### src/rtl/sbus_pkg.sv
package sbus_pkg;
  typedef enum logic {
    ST_IDLE = 1'b0,
    ST_ACK  = 1'b1
  } ctl_state_e;

  function automatic logic sel_ok(input logic cs_n, input logic cs);
    return (!cs_n) && cs;
  endfunction
endpackage

### src/rtl/sbus_ctrl.sv
module sbus_ctrl #(
  parameter int ADDR_W = 5,
  parameter int DATA_W = 8
) (
  input  logic              clk,
  input  logic              rst,
  input  logic              cs_n,
  input  logic              cs,
  input  logic              rnw,
  input  logic              start_n,
  input  logic [ADDR_W-1:0] addr,
  input  logic [DATA_W-1:0] wdata,
  output logic              acc,
  output logic              acc_rd,
  output logic              ack_n,
  output logic              bi_n,
  output logic              rd_phase,
  output logic              we_q,
  output logic [ADDR_W-1:0] waddr_q,
  output logic [DATA_W-1:0] wdata_q
);
  import sbus_pkg::*;

  localparam logic [ADDR_W-1:0] STAT_ADDR = {ADDR_W{1'b1}};

  ctl_state_e state;

  always_comb begin
    acc    = (state == ST_IDLE) && !start_n && sel_ok(cs_n, cs);
    acc_rd = acc && rnw;
  end

  always_ff @(posedge clk) begin
    if (rst) begin
      state    <= ST_IDLE;
      ack_n    <= 1'b1;
      bi_n     <= 1'b1;
      rd_phase <= 1'b0;
      we_q     <= 1'b0;
      waddr_q  <= '0;
      wdata_q  <= '0;
    end else begin
      we_q <= 1'b0;
      if (acc) begin
        state    <= ST_ACK;
        ack_n    <= 1'b0;
        bi_n     <= 1'b0;
        rd_phase <= rnw;
        if (!rnw && addr != STAT_ADDR) begin
          we_q    <= 1'b1;
          waddr_q <= addr;
          wdata_q <= wdata;
        end
      end else begin
        state    <= ST_IDLE;
        ack_n    <= 1'b1;
        bi_n     <= 1'b1;
        rd_phase <= 1'b0;
      end
    end
  end
endmodule

### src/rtl/sbus_regfile.sv
module sbus_regfile #(
  parameter int ADDR_W = 5,
  parameter int DATA_W = 8
) (
  input  logic              clk,
  input  logic              we,
  input  logic [ADDR_W-1:0] waddr,
  input  logic [DATA_W-1:0] wdata,
  input  logic [ADDR_W-1:0] a_addr,
  output logic [DATA_W-1:0] a_data,
  input  logic [ADDR_W-1:0] b_addr,
  output logic [DATA_W-1:0] b_data
);
  localparam int DEPTH = 1 << ADDR_W;

  logic [DATA_W-1:0] mem [DEPTH];

  always_ff @(posedge clk) begin
    if (we) mem[waddr] <= wdata;
  end

  always_ff @(posedge clk) begin
    a_data <= mem[a_addr];
  end

  always_ff @(posedge clk) begin
    b_data <= mem[b_addr];
  end
endmodule

### src/rtl/sbus_irq.sv
module sbus_irq (
  input  logic clk,
  input  logic rst,
  input  logic req,
  output logic req_q,
  output logic pin_n
);
  always_ff @(posedge clk) begin
    if (rst) begin
      req_q <= 1'b0;
      pin_n <= 1'b1;
    end else begin
      req_q <= req;
      pin_n <= !req;
    end
  end
endmodule

### src/rtl/sbus_slave.sv
module sbus_slave #(
  parameter int ADDR_W = 5,
  parameter int DATA_W = 8
) (
  input  logic              clk,
  input  logic              rst,
  input  logic              bus_cs_n,
  input  logic              bus_cs,
  input  logic              bus_rnw,
  input  logic              bus_start_n,
  input  logic [ADDR_W-1:0] bus_addr,
  input  logic [DATA_W-1:0] bus_wdata,
  output logic [DATA_W-1:0] bus_rdata,
  output logic              bus_rd_oe,
  output logic              bus_ack_n,
  output logic              bus_bi_n,
  output logic              irq_n,
  input  logic              usr_irq,
  output logic              usr_we,
  output logic [ADDR_W-1:0] usr_waddr,
  output logic [DATA_W-1:0] usr_wdata,
  input  logic [ADDR_W-1:0] usr_raddr,
  output logic [DATA_W-1:0] usr_rdata
);
  localparam logic [ADDR_W-1:0] STAT_ADDR = {ADDR_W{1'b1}};

  logic              acc, acc_rd, rd_phase, irq_q;
  logic [DATA_W-1:0] mem_rdata;
  logic              stat_sel_q;
  logic [DATA_W-1:0] stat_q;

  sbus_ctrl #(.ADDR_W(ADDR_W), .DATA_W(DATA_W)) u_ctrl (
    .clk(clk), .rst(rst), .cs_n(bus_cs_n), .cs(bus_cs), .rnw(bus_rnw),
    .start_n(bus_start_n), .addr(bus_addr), .wdata(bus_wdata),
    .acc(acc), .acc_rd(acc_rd), .ack_n(bus_ack_n), .bi_n(bus_bi_n),
    .rd_phase(rd_phase), .we_q(usr_we), .waddr_q(usr_waddr), .wdata_q(usr_wdata)
  );

  // Memory write uses the bus inputs at the accepting edge.
  logic mem_we;
  assign mem_we = acc && !bus_rnw && (bus_addr != STAT_ADDR);

  sbus_regfile #(.ADDR_W(ADDR_W), .DATA_W(DATA_W)) u_rf (
    .clk(clk), .we(mem_we), .waddr(bus_addr), .wdata(bus_wdata),
    .a_addr(bus_addr), .a_data(mem_rdata),
    .b_addr(usr_raddr), .b_data(usr_rdata)
  );

  sbus_irq u_irq (
    .clk(clk), .rst(rst), .req(usr_irq), .req_q(irq_q), .pin_n(irq_n)
  );

  always_ff @(posedge clk) begin
    if (rst) begin
      stat_sel_q <= 1'b0;
      stat_q     <= '0;
    end else if (acc_rd) begin
      stat_sel_q <= (bus_addr == STAT_ADDR);
      stat_q     <= {{(DATA_W-1){1'b0}}, irq_q};
    end
  end

  assign bus_rd_oe = rd_phase;
  assign bus_rdata = !rd_phase ? '0 : (stat_sel_q ? stat_q : mem_rdata);
endmodule

### config.mk
export PLATFORM = sky130hd
export DESIGN_NAME = sbus_slave
export DESIGN_NICKNAME = d
export VERILOG_FILES = /design/src/rtl/sbus_pkg.sv /design/src/rtl/sbus_ctrl.sv /design/src/rtl/sbus_regfile.sv /design/src/rtl/sbus_irq.sv /design/src/rtl/sbus_slave.sv
export SDC_FILE = /design/constraint.sdc
export NUM_CORES = 1
export LEC_CHECK = 0
export ABC_AREA = 1
export BUFFER_PORTS_ARGS = -buffer_cell sky130_fd_sc_hd__buf_2
export CAP_MARGIN = 10
export CORE_AREA = 2 2 188 190
export CTS_CLUSTER_DIAMETER = 200
export CTS_CLUSTER_SIZE = 24
export DETAILED_ROUTE_END_ITERATION = 6
export DIE_AREA = 0 0 190 192
export GPL_ROUTABILITY_DRIVEN = 0
export GPL_TIMING_DRIVEN = 0
export PLACE_DENSITY = 0.52
export SLEW_MARGIN = 20
export SYNTH_ARGS = -nofsm -noshare
export SYNTH_HDL_FRONTEND = slang
export SYNTH_SLANG_ARGS = --single-unit
### constraint.sdc
create_clock -name clk -period 5.8 [get_ports clk]
set_clock_uncertainty 0.15 [all_clocks]
set_input_delay 0.58 -clock clk [delete_from_list [all_inputs] [get_ports clk]]
set_output_delay 0.58 -clock clk [all_outputs]
set_load 0.02 [all_outputs]
==> qor.yml, run 1 <==
grt_first_pass_wirelength_um: 74950
power.density_nw_per_um2: 272.2
synth-simple-area-share_pct: 33.31
clk_path_buf_depth: 3
hp-class: "in2reg"
synth_top_area_share_pct: 56.34
post_cts_buffers: 0
yosys.cell_types.count: 20
clk_latency_ns: 0.53
core_area_um2: 34290
vias_per_cell: 5.762
wl_um: 53670
clock-root-buffer: "clkbuf_16"
netlist_area_um2: 13640
start_util_pct: 39.79
avgSynthCellArea_um2: 9.006
cts-resized-gates: 0
startpoint_type: "register"
cts_tree: "yes"
die_w_um: 190
yosys.area.top_type: "edfxtp_1"
clk_pin_slew_ns: 0.10
wire_per_inst_um: 26.09
maxUsedRoutingLayer: "met4"
drt_iter0_markers: 1662
maxSlewViolCount: 0
grt_max_degree: 34
max-vdd-ir-drop_v: 0.0002214
drt-met1-wl_um: 21580
antenna_found_initial: 0
final_common_cell: "nand2_1"
synth_top_family_by_area: "simple AND/OR/NAND/NOR gates"
fmax_ghz: 0.3434
hpwl_um: 35810
crit_type: "reg2reg"
die_h_um: 192
p_leak_nw: 5.900
finalSetupTns_ns: 0
status: "complete, no violations"
yosys.area_share.adder_pct: 0
synth_cells: 1515
fin_nets: 1617
syn2layout_area_growth_pct: 9.812
setup_viol: 0
synth-seq-cells: 293
cp_cell_sequence: "nor2_1 > nand3_1 > nor3_4 > nand2_1 > nor2_1"
crit_required_ns: 5.81
grt_overflow: 0
ios: 59
drive_gt1_share_pct: 9.488
yosysWarnings: 0
grt_pass1_vias: 10591
critPathMaxFanout: 8
rows: 68
routed-wl-met3_um: 5891
synth_compound_area_share_pct: 0.6236
antenna_left: 0
grt_use_total_pct: 29.36
slew_headroom_pct: 24.86
worst_slew_pin_slew_ns: 1.127
final_cells: 2057
io_buffers: 52
slowest_delay_ns: 0.97
cts_made_buffers: 16
met2RoutedLength_um: 23330
dp.cells: 2029
synth_area_leaders: "edfxtp_1 (56%), nand2_1 (20%), nand3_1 (7.2%)"
min_period_over_period_pct: 50.21
htree_levels: 1
cp_common_cell: "nor2_1"
dieArea_um2: 36480
finalHoldViolations: 0
num_vias: 11853
hold_buffers: 0
fin_crit_ns: 2.912
cts.sinks: 293
rsz0062_at_grt: "false"
antenna_cells: 0
synth-xor-area-share_pct: 0
cap_violations: 0
ys_seq_area_share_pct: 61.77
arrival_ns: 2.92
cp-end-kind: "register"
drc: 0
final_cell_mix: "nand2_1 (732), edfxtp_1 (256), nand3_1 (195), buf_2 (103), nor2_1 (80)"
slowest_stage: "nor2_1"
drtPass1Iterations: 6
synth_mux_area_share_pct: 0
==> layout make-up <==
type / instances / area (um2)
well taps: 455 / 569.3
plain buffers: 87 / 457.9
clock buffers: 27 / 462.9
clock inverters: 1 / 20.02
multi-input cells: 1109 / 4661
fillers: 3380 / 19300
repair buffers: 52 / 260.3
inverters: 33 / 123.9
flip-flops and latches: 293 / 8428
==> registers in the layout, indices dropped and copies added, names as in the netlist <==
signal	count
u_rf.mem	256
u_ctrl.wdata_q	8
u_rf.a_data	8
u_rf.b_data	8
u_ctrl.waddr_q	5
stat_q	1
stat_sel_q	1
u_ctrl.ack_n	1
u_ctrl.rd_phase	1
u_ctrl.state	1
u_ctrl.we_q	1
u_irq.pin_n	1
u_irq.req_q	1
==> synth_stat cells <==
master and number:
nor2_2 3, buf_4 12, buf_2 51, o21ai_0 14
nor3_4 1, nor2_1 80, inv_2 4, inv_1 29
clkbuf_1 19, a21oi_1 3, nand4_1 65, conb_1 1
edfxtp_1 256, nand3_1 195, nand2_1 732, nand3_2 1
buf_6 3, buf_1 2, dfxtp_1 37, nor3_2 7
==> worst paths after layout <==
path                      from           endpoint  slack [ns]  cells after the start
max reg2reg       u_ctrl.state    u_rf.mem[17][4]        2.89                      5
min                        rst    u_ctrl.rd_phase        0.11                      2
min reg2reg  u_ctrl.waddr_q[0]  u_ctrl.waddr_q[0]        0.32                      2
max               u_ctrl.state    u_rf.mem[17][4]        2.89                      5
==> through the flow <==
step	hold WS (ns)	setup slack, ns	instance area (um2)	util (%)	total power [mW]
floorplan	0.2791	3.573	13670	-	2.610
global placement	0.3027	2.517	14500	42.29	2.826
detailed placement	0.3056	2.504	14500	42.29	2.829
CTS	0.1026	2.937	14980	43.70	4.065
global route	0.1296	2.739	14980	43.70	4.170
finish	0.1145	2.888	14980	43.70	4.078
==> metal layers <==
layer | GRT usage (%) | up-vias
li1 | - | 5211
met3 | 4.696 | 146
met1 | 41.24 | 5732
met2 | 44.46 | 764
met4 | 14.10 | 0
met5 | 0 | -
==> critical path: cells and delay by family (launching register included) <==
kind | cells | cell delay (ns)
flops | 1 | 0.32
simple gates | 5 | 2.06
==> report_power, final <==
group | internal (mW) | leakage [nW] | switching, mW
clock | 0.562 | 0.231 | 0.718
combinational | 0.110 | 3.06 | 0.366
sequential | 2.31 | 2.61 | 0.00865
total | 2.99 | 5.90 | 1.09
==> cell families (layout without fill, tap and decap cells) <==
group / Yosys count / in the layout
DFF: 293 / 293
AOI/OAI and AO/OA: 17 / 17
other: 1 / 8
and+or+nand+nor: 1084 / 1084
buffers and inverters: 120 / 200
Note: power is estimated with default switching activity, not from simulation.
==> inputs of run 2 (changes only) <==
--- a/config.mk
+++ b/config.mk
@@ -15,7 +15,7 @@
 export DIE_AREA = 0 0 190 192
 export GPL_ROUTABILITY_DRIVEN = 0
 export GPL_TIMING_DRIVEN = 0
-export PLACE_DENSITY = 0.52
+export PLACE_DENSITY = 0.54
 export SLEW_MARGIN = 20
 export SYNTH_ARGS = -nofsm -noshare
 export SYNTH_HDL_FRONTEND = slang
==> constraint.sdc (replaced) <==
create_clock -name clk -period 2.4 [get_ports clk]
set_clock_uncertainty 0.15 [all_clocks]
set_input_delay 0.24 -clock clk [delete_from_list [all_inputs] [get_ports clk]]
set_output_delay 0.24 -clock clk [all_outputs]
set_load 0.02 [all_outputs]
==> qor.yml, run 2 (synthesis results as in run 1) <==
finalSetupTns_ns: -30.11  # -30.11 ns
holdCritStartpoint: "usr_raddr[3]"
r2r-start: "u_ctrl.state"
post-route-util_pct: 44.46  # +0.77 points
nFillCells: 3335  # -1.3%
slowest_delay_ns: 0.69  # -0.28 ns
grt_use_total_pct: 29.48  # +0.11 points
cts_made_buffers: 16  # unchanged
whs_path_depth: 5  # +3
maxSlewViolCount: 0  # unchanged
cts.sinks: 293  # unchanged
setup_viol: 206  # +206
status: "finished with violations"
start_util_pct: 39.79  # unchanged
drc: 0  # unchanged
grt_overflow: 0  # unchanged
hpwl_um: 35670  # -0.39%
slew_headroom_pct: 23.12  # -1.7 points
clk_pin_slew_ns: 0.11  # about the same
cap_violations: 0  # unchanged
grt_pass1_vias: 11034  # +4.2%
startpoint_type: "register"
stdcell_area_um2: 15250  # +1.8%
critPathMaxFanout: 8  # unchanged
rows: 68  # unchanged
wl_um: 53870  # +0.37%
final_cell_mix: "nand2_1 (732), edfxtp_1 (256), nand3_1 (195), buf_2 (103), nand4_1 (65)"
io_buffers: 52  # unchanged
antenna_left: 0  # unchanged
die_w_um: 190  # unchanged
regArea_um2: 8428  # unchanged
crit_type: "reg2reg"
rrSetupSlack_ns: -0.25  # -3.13 ns
pre_cts_slack_ns: -0.5583  # -3.062 ns
grt_first_pass_wirelength_um: 76270  # +1.8%
violations: "negative setup slack"
hp-class: "in2reg"
arrival_ns: 2.68  # -0.24 ns
drtPass1Iterations: 5  # -1
drt_iter0_markers: 1534  # -7.7%
regMostFlops: "u_rf.mem"
ff2ff_path_depth: 5  # unchanged
dieArea_um2: 36480  # unchanged
fmax_ghz: 0.3780  # +10%
clk_path_buf_depth: 3  # unchanged
clock-root-buffer: "clkbuf_16"
setup_ws_ns: -0.2455  # -3.133 ns
fin_nets: 1631  # +0.87%
antenna_cells: 0  # unchanged
ios: 59  # unchanged
whs_ns: 0.02966  # -0.08485 ns
cts_tree: "yes"
crit_required_ns: 2.43  # -3.38 ns
die_h_um: 192  # unchanged
syn2layout_area_growth_pct: 11.74
largest_reg_flops: 256  # unchanged
num_vias: 11909  # +0.47%
clk_latency_ns: 0.55  # +0.02 ns
max-vdd-ir-drop_v: 0.0004340  # +96%
cp-end-kind: "register"
worst_slew_pin_slew_ns: 1.153  # +0.02623 ns
htree_levels: 1  # unchanged
fin_crit_ns: 2.645  # -0.2667 ns
vias_per_cell: 5.750  # -0.21%
final_common_cell: "nand2_1"
cp_cell_sequence: "nor2_1 > nand3_1 > nor3_4 > nand2_1 > nor2_2"
min_period_over_period_pct: 110.2  # +60 points
finalHoldViolations: 0  # unchanged
antenna_found_initial: 0  # unchanged
place_area_um2: 14500  # unchanged
grt_max_degree: 34  # unchanged
rsz0062_at_grt: "true"
p_leak_nw: 5.957  # +0.97%
slowest_stage: "nor2_2"
power.density_nw_per_um2: 650.3  # +140%
holdPathEnd: "u_rf.b_data[2]"
drive_gt1_share_pct: 11.32  # +1.8 points
core_area_um2: 34290  # unchanged
r2r-end: "u_rf.mem[17][0]"
wire_per_inst_um: 26.01  # -0.31%
multiInputGateArea_um2: 4783  # +2.6%
[run 2: through the flow]
step / std cells / total power, mW
finish: 2071 / 9.915
global route: 2071 / 10.13
CTS: 2071 / 9.851
detailed placement: 2029 / 6.837
global placement: 2029 / 6.832
floorplan: 1522 / 6.307
[run 2: critical path, delay by kind of cell, from the launching register on]
kind / cells / cell delay (ns)
and+or+nand+nor: 5 / 1.83
DFF: 1 / 0.31
[run 2: worst max-delay path by stage]
stage	startpoint	to	slack (ns)	depth (start not counted)
after global routing	u_ctrl.state	u_rf.mem[10][7]	-0.28	5
after CTS	u_ctrl.state	u_rf.mem[8][7]	-0.15	5
after detailed placement	bus_addr[0]	u_rf.mem[24][4]	-0.56	6
final	u_ctrl.state	u_rf.mem[17][0]	-0.25	5
after global placement	bus_addr[1]	u_rf.mem[10][0]	-0.53	7
after floorplan	u_ctrl.state	u_rf.mem[0][0]	0.49	5
[run 2: cell type report]
class	instances	share of cell area (%)
clock buffers	27	3.037
inverters	33	0.8125
repair buffers	66	2.626
multi-input cells	1109	31.37
plain buffers	87	3.004
clock inverters	1	0.1313
well taps	455	3.734
flip-flops and latches	293	55.28
[run 2: power by group]
group          switching [mW]  internal [mW]
sequential             0.0217           5.59
clock                    1.77           1.36
combinational           0.896          0.280
[run 2: metal layers]
layer  part of all wire, %  wire (um)  vias up  GRT usage, %
met5                     0          0        -             0
met4                   5.7       3079        0         15.86
met3                    11       5969      164         5.335
met2                    44      23800      821         45.35
met1                    39      21030     5682         39.70
li1                      -          -     5242             -
[run 2: timing repair]
action                                  in CTS  in global routing
endpoints found under the hold margin       19                  0
hold buffers                                14                  0
endpoints found under the setup margin     248                248
gates resized for setup                     37                  3
setup buffers                                0                  0
==> inputs of run 3 (changes only) <==
--- a/config.mk
+++ b/config.mk
@@ -9,6 +9,7 @@
 export BUFFER_PORTS_ARGS = -buffer_cell sky130_fd_sc_hd__buf_2
 export CAP_MARGIN = 10
 export CORE_AREA = 2 2 188 190
+export CTS_BUF_LIST = sky130_fd_sc_hd__clkbuf_8
 export CTS_CLUSTER_DIAMETER = 200
 export CTS_CLUSTER_SIZE = 24
 export DETAILED_ROUTE_END_ITERATION = 6
==> qor.yml, run 3 (synthesis results as in run 1) <==
vias_per_cell: 5.736  # -0.25%
clk_pin_slew_ns: 0.16  # +0.05 ns
num_vias: 11908  # -0.0084%
cap_violations: 0  # unchanged
rows: 68  # unchanged
cts_made_buffers: 16  # unchanged
die_w_um: 190  # unchanged
setup_viol: 160  # -22%
hpwl_um: 35670  # unchanged
grt_overflow: 0  # unchanged
fin_nets: 1635  # +0.25%
clk_path_buf_depth: 3  # unchanged
grt_max_degree: 34  # unchanged
fin_crit_ns: 2.704  # +0.05838 ns
final_cell_mix: "nand2_1 (731), edfxtp_1 (256), nand3_1 (195), buf_2 (103), nand4_1 (65)"
worst_slew_pin_slew_ns: 1.071  # -0.08229 ns
finalSetupTns_ns: -26.89  # +3.220 ns
drt_iter0_markers: 1637  # +6.7%
dieArea_um2: 36480  # unchanged
finalHoldViolations: 0  # unchanged
largest_reg_flops: 256  # unchanged
wl_um: 53830  # about the same
wire_per_inst_um: 25.93  # -0.32%
io_buffers: 52  # unchanged
grt_pass1_vias: 11115  # +0.73%
min_period_over_period_pct: 112.7  # +2.4 points
setup_ws_ns: -0.3038  # -0.05838 ns
htree_levels: 1  # unchanged
ios: 59  # unchanged
pre_cts_slack_ns: -0.5583  # unchanged
crit_type: "reg2reg"
clock-root-buffer: "clkbuf_8"
arrival_ns: 2.79  # +0.11 ns
startpoint_type: "register"
grt_first_pass_wirelength_um: 76440  # +0.23%
max-vdd-ir-drop_v: 0.0003146  # -28%
hp-class: "in2reg"
drtPass1Iterations: 6  # +1
critPathMaxFanout: 8  # unchanged
rsz0062_at_grt: "true"
start_util_pct: 39.79  # unchanged
antenna_left: 0  # unchanged
antenna_found_initial: 0  # unchanged
clk_latency_ns: 0.58  # +0.03 ns
cp-end-kind: "register"
crit_required_ns: 2.49  # +0.06 ns
die_h_um: 192  # unchanged
p_leak_nw: 5.926  # -0.52%
grt_use_total_pct: 29.57  # +0.097 points
core_area_um2: 34290  # unchanged
maxSlewViolCount: 0  # unchanged
syn2layout_area_growth_pct: 10.88
violations: "negative setup slack"
power.density_nw_per_um2: 605.1  # -7.0%
regMostFlops: "u_rf.mem"
status: "finished with violations"
cts.sinks: 293  # unchanged
final_common_cell: "nand2_1"
slew_headroom_pct: 28.60  # +5.5 points
drive_gt1_share_pct: 11.36  # +0.034 points
cts_tree: "yes"
drc: 0  # unchanged
fmax_ghz: 0.3698  # -2.2%
-- run 3: layout make-up --
type / count / area, um2
well taps: 455 / 569.3
clock buffers: 17 / 234.0
inverters: 33 / 123.9
repair buffers: 70 / 440.4
clock inverters: 11 / 57.56
multi-input cells: 1109 / 4816
diodes: 1 / 2.502
fillers: 3348 / 19160
flip-flops and latches: 293 / 8428
plain buffers: 87 / 457.9
-- run 3: timing repair --
item	4_1_cts	5_1_grt
gates cloned	0	0
buffers inserted	0	0
endpoints found under the setup margin	248	248
hold endpoints to repair	21	0
hold buffers	18	0
resized for setup	38	9
-- run 3: per-stage QoR --
stage	instances	hold WS [ns]	utilization (%)	area, um2	total power, mW
6_report	2076	0.01734	44.12	15130	9.154
5_1_grt	2075	0.05211	44.12	15130	9.374
4_1_cts	2075	0.02149	43.99	15080	9.111
3_5_place_dp	2029	0.2936	42.29	14500	6.837
3_3_place_gp	2029	0.2879	42.29	14500	6.832
2_1_floorplan	1522	0.1624	-	13670	6.307
-- run 3: worst max-delay path, stage by stage (launching register included) --
cell and delay, ns:
dfxtp_1 0.33, nor2_1 0.11, nand3_1 0.15, nor3_4 0.32
nand2_1 0.59, nor2_2 0.71
-- run 3: report_power, final --
group,total (mW),switching (mW),internal [mW]
Combinational,1.18,0.898,0.284
Sequential,5.61,0.0216,5.59
Clock,2.36,1.67,0.692
-- run 3: worst paths after layout --
kind / from / endpoint / slack, ns / cells after the start
min reg2reg: u_ctrl.waddr_q[1] / u_ctrl.waddr_q[1] / 0.33 / 2
max: u_ctrl.state / u_rf.mem[17][4] / -0.30 / 5
max reg2reg: u_ctrl.state / u_rf.mem[17][4] / -0.30 / 5
min: bus_addr[1] / stat_sel_q / 0.02 / 5
-- run 3: layer usage --
layer	GRT usage, %	vias up	share of wire [%]
met5	0	-	0
met4	16.49	0	6.1
met3	5.354	184	10
met2	45.55	744	44
met1	39.56	5737	39
li1	-	5243	-
